==> src/rtl/keyq_pkg.sv <==
package keyq_pkg;
  localparam int KEY_W         = 7;
  localparam int ENT_W         = KEY_W + 1;
  localparam int STAT_KEY_BIT  = 0;
  localparam int STAT_ERR_BIT  = 3;
  localparam int ERR_OVF_BIT   = 6;

  typedef logic [ENT_W-1:0] entry_t;

  // press flag in the top bit, key code below it
  function automatic entry_t pack_entry(input logic [KEY_W-1:0] code, input logic press);
    return {press, code};
  endfunction
endpackage

==> src/rtl/keyq_store.sv <==
module keyq_store #(
  parameter int DEPTH = 16,
  parameter int ENT_W = 8,
  localparam int PTR_W = $clog2(DEPTH)
) (
  input  logic             clk,
  input  logic             rst_n,
  input  logic             wr_en,
  input  logic [PTR_W-1:0] wr_ptr,
  input  logic [ENT_W-1:0] wr_data,
  input  logic [PTR_W-1:0] ra_ptr,
  output logic [ENT_W-1:0] ra_data,
  input  logic [PTR_W-1:0] rb_ptr,
  output logic [ENT_W-1:0] rb_data
);
  logic [ENT_W-1:0] slot_q [DEPTH];

  for (genvar g = 0; g < DEPTH; g++) begin : g_slot
    always_ff @(posedge clk or negedge rst_n) begin
      if (!rst_n)
        slot_q[g] <= '0;
      else if (wr_en && (wr_ptr == PTR_W'(g)))
        slot_q[g] <= wr_data;
    end
  end

  assign ra_data = slot_q[ra_ptr];
  assign rb_data = slot_q[rb_ptr];
endmodule

==> src/rtl/keyq_ctrl.sv <==
module keyq_ctrl #(
  parameter int DEPTH = 16,
  localparam int PTR_W = $clog2(DEPTH),
  localparam int LEN_W = PTR_W + 1
) (
  input  logic             clk,
  input  logic             rst_n,
  input  logic             push_vld,
  input  logic             pop_req,
  input  logic             clr,
  input  logic             ovf_block,
  output logic [PTR_W-1:0] start_ptr,
  output logic [PTR_W-1:0] wr_ptr,
  output logic [LEN_W-1:0] len,
  output logic             push_ok,
  output logic             pop_ok,
  output logic             ovf_evt
);
  localparam logic [LEN_W-1:0] FULL_LEN = LEN_W'(DEPTH);

  logic [PTR_W-1:0] start_q;
  logic [LEN_W-1:0] len_q;
  logic             push_try;

  function automatic logic [PTR_W-1:0] wrap_add(input logic [PTR_W-1:0] base,
                                                input logic [PTR_W-1:0] off);
    return base + off;
  endfunction

  function automatic logic [LEN_W-1:0] next_len(input logic [LEN_W-1:0] cur,
                                                input logic inc, input logic dec);
    return cur + LEN_W'(inc) - LEN_W'(dec);
  endfunction

  assign push_try = push_vld && !clr && !ovf_block;
  assign push_ok  = push_try && (len_q != FULL_LEN);
  assign ovf_evt  = push_try && (len_q == FULL_LEN);
  assign pop_ok   = pop_req && !clr && (len_q > LEN_W'(1));

  always_ff @(posedge clk or negedge rst_n) begin
    if (!rst_n) begin
      start_q <= '0;
      len_q   <= '0;
    end else if (clr) begin
      start_q <= '0;
      len_q   <= '0;
    end else begin
      if (pop_ok) start_q <= wrap_add(start_q, PTR_W'(1));
      len_q <= next_len(len_q, push_ok, pop_ok);
    end
  end

  assign start_ptr = start_q;
  assign len       = len_q;
  assign wr_ptr    = wrap_add(start_q, len_q[PTR_W-1:0]);
endmodule

==> src/rtl/key_event_queue.sv <==
module key_event_queue
  import keyq_pkg::*;
#(
  parameter int DEPTH = 16,
  localparam int PTR_W = $clog2(DEPTH),
  localparam int LEN_W = PTR_W + 1
) (
  input  logic             clk,
  input  logic             rst_n,
  input  logic             push_vld,
  input  logic [KEY_W-1:0] push_code,
  input  logic             push_press,
  input  logic             pop_req,
  input  logic [LEN_W-1:0] rpt_idx,
  input  logic             clr,
  input  logic             ovf_block,
  output logic [ENT_W-1:0] pop_data,
  output logic [ENT_W-1:0] rpt_data,
  output logic [LEN_W-1:0] q_len,
  output logic [7:0]       status_set,
  output logic [7:0]       error_set
);
  logic [PTR_W-1:0] start_ptr, wr_ptr, pop_ptr, rpt_ptr;
  logic [ENT_W-1:0] pop_raw, rpt_raw;
  logic             push_ok, pop_ok, ovf_evt;

  keyq_ctrl #(.DEPTH(DEPTH)) u_ctrl (
    .clk       (clk),
    .rst_n     (rst_n),
    .push_vld  (push_vld),
    .pop_req   (pop_req),
    .clr       (clr),
    .ovf_block (ovf_block),
    .start_ptr (start_ptr),
    .wr_ptr    (wr_ptr),
    .len       (q_len),
    .push_ok   (push_ok),
    .pop_ok    (pop_ok),
    .ovf_evt   (ovf_evt)
  );

  // consuming read looks one slot past start (pointer moves before data)
  assign pop_ptr = start_ptr + PTR_W'(1);
  assign rpt_ptr = start_ptr + rpt_idx[PTR_W-1:0];

  keyq_store #(.DEPTH(DEPTH), .ENT_W(ENT_W)) u_store (
    .clk     (clk),
    .rst_n   (rst_n),
    .wr_en   (push_ok),
    .wr_ptr  (wr_ptr),
    .wr_data (pack_entry(push_code, push_press)),
    .ra_ptr  (pop_ptr),
    .ra_data (pop_raw),
    .rb_ptr  (rpt_ptr),
    .rb_data (rpt_raw)
  );

  assign pop_data = pop_ok ? pop_raw : '0;
  assign rpt_data = (rpt_idx < q_len) ? rpt_raw : '0;

  always_comb begin
    status_set = '0;
    error_set  = '0;
    status_set[STAT_KEY_BIT] = push_ok;
    status_set[STAT_ERR_BIT] = ovf_evt;
    error_set[ERR_OVF_BIT]   = ovf_evt;
  end
endmodule

==> config.mk <==
export PLATFORM = sky130hd
export DESIGN_NAME = key_event_queue
export DESIGN_NICKNAME = d
export VERILOG_FILES = /design/src/rtl/keyq_pkg.sv /design/src/rtl/keyq_store.sv /design/src/rtl/keyq_ctrl.sv /design/src/rtl/key_event_queue.sv
export SDC_FILE = /design/constraint.sdc
export NUM_CORES = 1
export LEC_CHECK = 0
export ABC_AREA = 1
export BUFFER_PORTS_ARGS = -buffer_cell sky130_fd_sc_hd__clkbuf_2
export CORE_MARGIN = 4
export CORE_UTILIZATION = 35
export CTS_BUF_LIST = sky130_fd_sc_hd__clkbuf_4 sky130_fd_sc_hd__clkbuf_8
export CTS_CLUSTER_DIAMETER = 50
export DETAILED_ROUTE_END_ITERATION = 8
export PLACE_DENSITY = 0.61
export SYNTH_ARGS = -nofsm -noshare
export SYNTH_HDL_FRONTEND = slang
export SYNTH_SLANG_ARGS = --single-unit
==> constraint.sdc <==
create_clock -name clk -period 3.35 [get_ports clk]
set_clock_uncertainty 0.15 [all_clocks]
set_input_delay 0.1675 -clock clk [delete_from_list [all_inputs] [get_ports clk]]
set_output_delay 0.1675 -clock clk [all_outputs]
set_load 0.1 [all_outputs]
### After elaboration in Yosys (flattened, before gate mapping)

Cells that the tools add are included.

| word-level totals | value |
|---|---|
| register bits after elaboration | 137 |
| output and inout bits | 37 |

| cells by class | value |
|---|---|
| add/sub/neg operators | 5 |
| order comparisons | 4 |
| eq/ne operators | 17 |
| mux-type cells | 11 |
| bitwise gates (word level) | 2 |
| reductions and logical operators | 26 |

Operators with widths:

| operator | count |
|---|---|
| $bmux 8 s4 | 2 |
| $mux 8 | 6 |
| $eq 4x4->1 const B | 8 |
| $logic_and 1x1->1 | 22 |
| $eq 4x3->1 const B | 4 |
| $ge 5x5->1 const B | 2 |
| $not 4->5 | 2 |
| $add 4x4->4 | 2 |
| $eq 4x2->1 const B | 2 |
| $mux 4 | 2 |
| $add 5x1->5 | 1 |
| $eq 5x5->1 const B | 1 |
| $gt 5x1->1 const B | 1 |
| $lt 5x5->1 | 1 |
| $mux 5 | 1 |
| $ne 5x5->1 const B | 1 |
| $sub 5x1->5 | 1 |
| $add 4x1->4 const B | 1 |
| $eq 4x1->1 const B | 1 |
| $logic_not 4->1 | 1 |
| $logic_not 1->1 | 2 |
| $reduce_bool 2->1 | 1 |

### Depth between registers and ports, before layout

| logic depth | value |
|---|---|
| depth in word-level cells | 7 |
| depth in mapped cells | 16 |
| mapped depth without buffers | 15 |

### Modules after synthesis

A second synthesis with hierarchy kept.

| unflattened totals | value |
|---|---|
| cell total of the unflattened synthesis | 1312 |
| area, all modules | 8832.2 sq um |

By module, submodules not included:

| module | times used | cells each | area each (sq um) | sequential area each (sq um) |
|---|---|---|---|---|
| keyq_store | 1 | 1126 | 7508.5 | 3203.1 |
| keyq_ctrl | 1 | 93 | 780.7 | 225.2 |
| key_event_queue | 1 | 93 | 543.0 | 0.0 |

### Worst setup path after synthesis

No wires, ideal clock.

| path | value |
|---|---|
| path type | register -> output |
| start | reg u_ctrl.len_q[1], in the netlist u_ctrl.len[1] |
| end | out pop_data[0] |
| arrival | 3.716 ns |
| data required time | 3.032 ns |
| setup slack | -0.683 ns |
| stages on the path, launching flop included | 11 |
| path buffers | 1 |
| cells stage by stage | dfrtp_1 -> inv_1 -> ha_1 -> nand2_1 -> nand2_1 -> nand2_1 -> nand2_1 -> nor2_2 -> buf_2 -> nand3_1 -> a21oi_1 |

| between the ends | value |
|---|---|
| longest elaborated chain between the ends | 3 |

RTL lines:

| element | RTL line | source |
|---|---|---|
| start, declared | keyq_ctrl.sv:22 | `logic [LEN_W-1:0] len_q;` |
| start signal, assigned | keyq_ctrl.sv:49 | `len_q <= next_len(len_q, push_ok, pop_ok);` |
| $gt 5x1->1 | keyq_ctrl.sv:38 | `assign pop_ok = pop_req && !clr && (len_q > LEN_W'(1));` |
| $logic_and 1x1->1 | keyq_ctrl.sv:38 |  |
| $mux 8 | key_event_queue.sv:58 | `assign pop_data = pop_ok ? pop_raw : '0;` |
| end, declared | key_event_queue.sv:17 | `output logic [ENT_W-1:0] pop_data,` |

Every way passes these cells.

### Worst setup path after layout

| path | value |
|---|---|
| start | reg u_ctrl.start_q[1], in the netlist u_ctrl.start_ptr[1] |
| end | out rpt_data[3] |

| between the ends | value |
|---|---|
| longest elaborated chain between the ends | 6 |

RTL lines:

| element | RTL line | source |
|---|---|---|
| start, declared | keyq_ctrl.sv:21 | `logic [PTR_W-1:0] start_q;` |
| start signal, assigned | keyq_ctrl.sv:48 | `if (pop_ok) start_q <= wrap_add(start_q, PTR_W'(1));` |
| $add 4x4->4 | key_event_queue.sv:44 | `assign rpt_ptr = start_ptr + rpt_idx[PTR_W-1:0];` |
| $not 4->5 (implied by the code) | keyq_store.sv:28 | `assign rb_data = slot_q[rb_ptr];` |
| $bmux 8 s4 | keyq_store.sv:28 |  |
| $mux 8 (implied by the code) (2 in series) | keyq_store.sv:28 |  |
| $mux 8 | key_event_queue.sv:59 | `assign rpt_data = (rpt_idx < q_len) ? rpt_raw : '0;` |
| end, declared | key_event_queue.sv:18 | `output logic [ENT_W-1:0] rpt_data,` |

Every way passes these cells. The select of a mux whose other input is x is not followed.

==> flow_summary_export.csv <==
group,metric,value,unit
yosys,synth.distinct_cells,28,
routing,drt-wirelength-per-cell,18.33,um
clocking,root_driver,"sky130_fd_sc_hd__clkbuf_8",
yosys,synthesized_flop_and_latch_total,137,
sta,clock_period_minus_worst_slack,3.231,ns
yosys,yosys-top-cells-area,"sky130_fd_sc_hd__dfrtp_1 (39%), sky130_fd_sc_hd__nand2_1 (28%), sky130_fd_sc_hd__nand3_1 (15%), sky130_fd_sc_hd__a21oi_1 (2.9%), sky130_fd_sc_hd__ha_1 (2.8%)",
sta,timing.final.setup_violations,0,
floorplan,die-width,167.0,um
sta,timing.final.max_slew_violations,0,
yosys,synth_top_area_share,38.75,%
yosys,post_synth_instance_area,8847,sq um
clocking,cts_buffers,17,
floorplan,number_of_core_rows,57,
routing,antenna_violating_nets_post_route,0,
critical_path,timing_worst_setup_path_type,"flip-flop to primary output",
floorplan,design.die.area,27890,sq um
finish,antenna-diode-count,0,
finish,fin_util,41.35,%
finish,layout_commonest_cell,"sky130_fd_sc_hd__nand2_1",
routing,drt-initial-drc-count,1163,
routing,drt_pre_antenna_iters,5,
yosys,synth_area_leader_cell,"sky130_fd_sc_hd__dfrtp_1",
yosys,synth_sequential_area_ratio,38.75,%
power_and_ir_drop,power_leakage,5.128,nW
placement,place_ws,0.4471,ns
routing,via_per_inst,5.418,
finish,synthToLayoutAreaGrowth,14.99,%
global_routing,first_global_vias,8515,
power_and_ir_drop,vdd_drop_max,411.2,uV
clocking,cts_h_tree_depth,4,
clocking,cts.path.max_buffers,2,
global_routing,initial_antenna_violation_count,0,
global_routing,pin_count_of_the_biggest_net_entering_global_routing,83,
sta,setup_total_negative_slack,0,ns
floorplan,floorplan.core_area,24600,sq um
yosys,ys_warn_count,0,
sta,final_setup_margin,0.1190,ns
clocking,tritoncts,"yes",
critical_path,timing.critical_path.required,3.03,ns
sta,timing_worst_slew_pin_value,0.8246,ns
routing,detail_route.wirelength,30960,um
clocking,clkTransAtPathRegs,0.08,ns
clocking,insertion_delay,0.45,ns
floorplan,fp.dieH,167.0,um
global_routing,grtUsageTotal,22.03,%
floorplan,start_util,35.96,%
floorplan,io_pins,56,
placement,gp_routability_congestion,0.8861,
placement,portBuffers,42,
critical_path,worstSetupEndpointType,"primary output",
sta,rsz_0062_raised_after_global_routing,"no",
critical_path,critical_path.startpoint_type,"flip-flop",
routing,post-route-drc-count,0,
yosys,postSynthCellCount,1344,
finish,layout.cells.most_common_list,"sky130_fd_sc_hd__nand2_1 (655), sky130_fd_sc_hd__nand3_1 (260), sky130_fd_sc_hd__dfrtp_1 (131)",
sta,slew_headroom,45.03,%
routing,num_vias,9151,
global_routing,gr-total-overflow,0,
placement,dpl.hpwl,20810,um
finish,nNetsFinal,1395,
sta,final_min_period_over_clock_period,96.45,%
run,max_cap_violations,0,
power_and_ir_drop,totalPowerFinal,0.01003,W
min_path,worst_hold_path_type,"input port to flip-flop",
sta,finalHoldViolations,0,
run_status,run_status,"finished, final reports clean",
clocking,clkSinkCount,137,
sta,fmaxAchievable,309.5,MHz
critical_path,crit_fanout,14,
critical_path,crit_arrival,2.91,ns
power_and_ir_drop,power.density_cell_area,986.2,nW/um^2
yosys,syn-mean-instance-area,6.583,sq um
global_routing,first_pass_grt_wire_length,48960,um
finish,layout-drive-gt1-share,10.92,%
[synth_stat cells]
cell type	instances
sky130_fd_sc_hd__inv_2	3
sky130_fd_sc_hd__o22ai_1	2
sky130_fd_sc_hd__dfrtp_1	137
sky130_fd_sc_hd__clkinv_1	1
sky130_fd_sc_hd__buf_2	20
sky130_fd_sc_hd__buf_1	11
sky130_fd_sc_hd__nand3_1	260
sky130_fd_sc_hd__xnor2_1	3
sky130_fd_sc_hd__nor2_1	28
sky130_fd_sc_hd__conb_1	1
sky130_fd_sc_hd__xor2_1	3
sky130_fd_sc_hd__fa_1	3
sky130_fd_sc_hd__nand4_1	3
sky130_fd_sc_hd__nor3_4	2
sky130_fd_sc_hd__inv_1	43
sky130_fd_sc_hd__a21oi_1	52
sky130_fd_sc_hd__xnor2_2	1
sky130_fd_sc_hd__buf_4	28
sky130_fd_sc_hd__o221ai_1	1
sky130_fd_sc_hd__xor2_2	1
sky130_fd_sc_hd__ha_1	20
sky130_fd_sc_hd__nor4_1	1
sky130_fd_sc_hd__nor3_2	1
sky130_fd_sc_hd__o21ai_0	13
sky130_fd_sc_hd__nand2_1	656
sky130_fd_sc_hd__nor2_2	7
sky130_fd_sc_hd__o31ai_1	1
sky130_fd_sc_hd__clkbuf_1	42
[logic make-up after synthesis]
| family | Yosys count | synth area share, % |
|---|---|---|
| AND/OR/NAND/NOR | 958 | 44.99 |
| buffers and inverters | 148 | 7.750 |
| flip-flops | 137 | 38.75 |
| AO/OA/AOI/OAI | 69 | 4.002 |
| adder cells (fa/ha/maj) | 23 | 3.507 |
| XOR/XNOR | 8 | 0.9619 |
| other | 1 | 0.04239 |
[routing by layer]
metal  wire length, um  track usage [%]  vias to the layer above
met1             13840            31.39                     4393
li1                  -                -                     4282
met3              2326            4.100                       67
met5                 0                0                        -
met2             13820            33.23                      409
met4               969            8.502                        0
[state kept, by name, indices dropped and copies added, names as in the netlist]
| register | flops |
|---|---|
| u_ctrl.start_ptr | 4 |
| u_ctrl.len | 5 |
| u_store.slot_q | 128 |
[through the flow]
step	hold slack, ns	cells	cell area, sq um
6_report	0.1084	1689	10170
5_1_grt	0.1332	1689	10170
4_1_cts	0.08330	1687	10130
3_5_place_dp	0.1325	1654	9673
3_3_place_gp	0.1373	1654	9673
2_1_floorplan	-0.2781	1356	8994
[worst max-delay path: stages (launching register included)]
cell                      delay (ns)
sky130_fd_sc_hd__dfrtp_1        0.53
sky130_fd_sc_hd__inv_1          0.13
sky130_fd_sc_hd__fa_1           0.57
sky130_fd_sc_hd__inv_1          0.07
sky130_fd_sc_hd__buf_4          0.21
sky130_fd_sc_hd__nand3_1        0.12
sky130_fd_sc_hd__nand2_1        0.10
sky130_fd_sc_hd__nand2_1        0.10
sky130_fd_sc_hd__nand2_1        0.07
sky130_fd_sc_hd__nand2_1        0.06
sky130_fd_sc_hd__nand2_1        0.06
sky130_fd_sc_hd__nor2_2         0.23
sky130_fd_sc_hd__buf_12         0.21
[cell type report]
cell class | count | area (sq um)
clock buffer | 20 | 262.8
clock inverter | 11 | 172.7
fill | 2588 | 14430
inverter | 47 | 180.2
multi-input combinational | 1071 | 4883
sequential | 137 | 3438
tap | 324 | 405.4
timing repair buffer | 79 | 830.8
[path summary, 6_finish.rpt]
path | start | to | slack, ns | cells after the start
setup / recovery | u_ctrl.start_ptr[1] | rpt_data[3] | 0.12 | 12
hold / removal | pop_req | u_ctrl.start_ptr[0] | 0.11 | 6
setup reg to reg | u_ctrl.start_ptr[0] | u_store.slot_q[23] | 0.42 | 10
hold reg to reg | u_store.slot_q[38] | u_store.slot_q[38] | 0.33 | 2
max in group asynchronous | rst_n | u_store.slot_q[121] | 2.07 | 3
min in group asynchronous | rst_n | u_store.slot_q[52] | 0.17 | 2
[report_power, final]
group          switching [W]  internal [W]  total (W)
combinational        0.00403       0.00181    0.00584
sequential          0.000494       0.00216    0.00265
clock               0.000696      0.000845    0.00154
total                0.00522       0.00481     0.0100
[timing repair]
item	in CTS	in global routing
gates resized for setup	0	4
buffers inserted	0	2
hold buffers	2	0
setup endpoints to repair	0	15
endpoints found under the hold margin	86	0
Note: power is estimated with default switching activity, not from simulation.
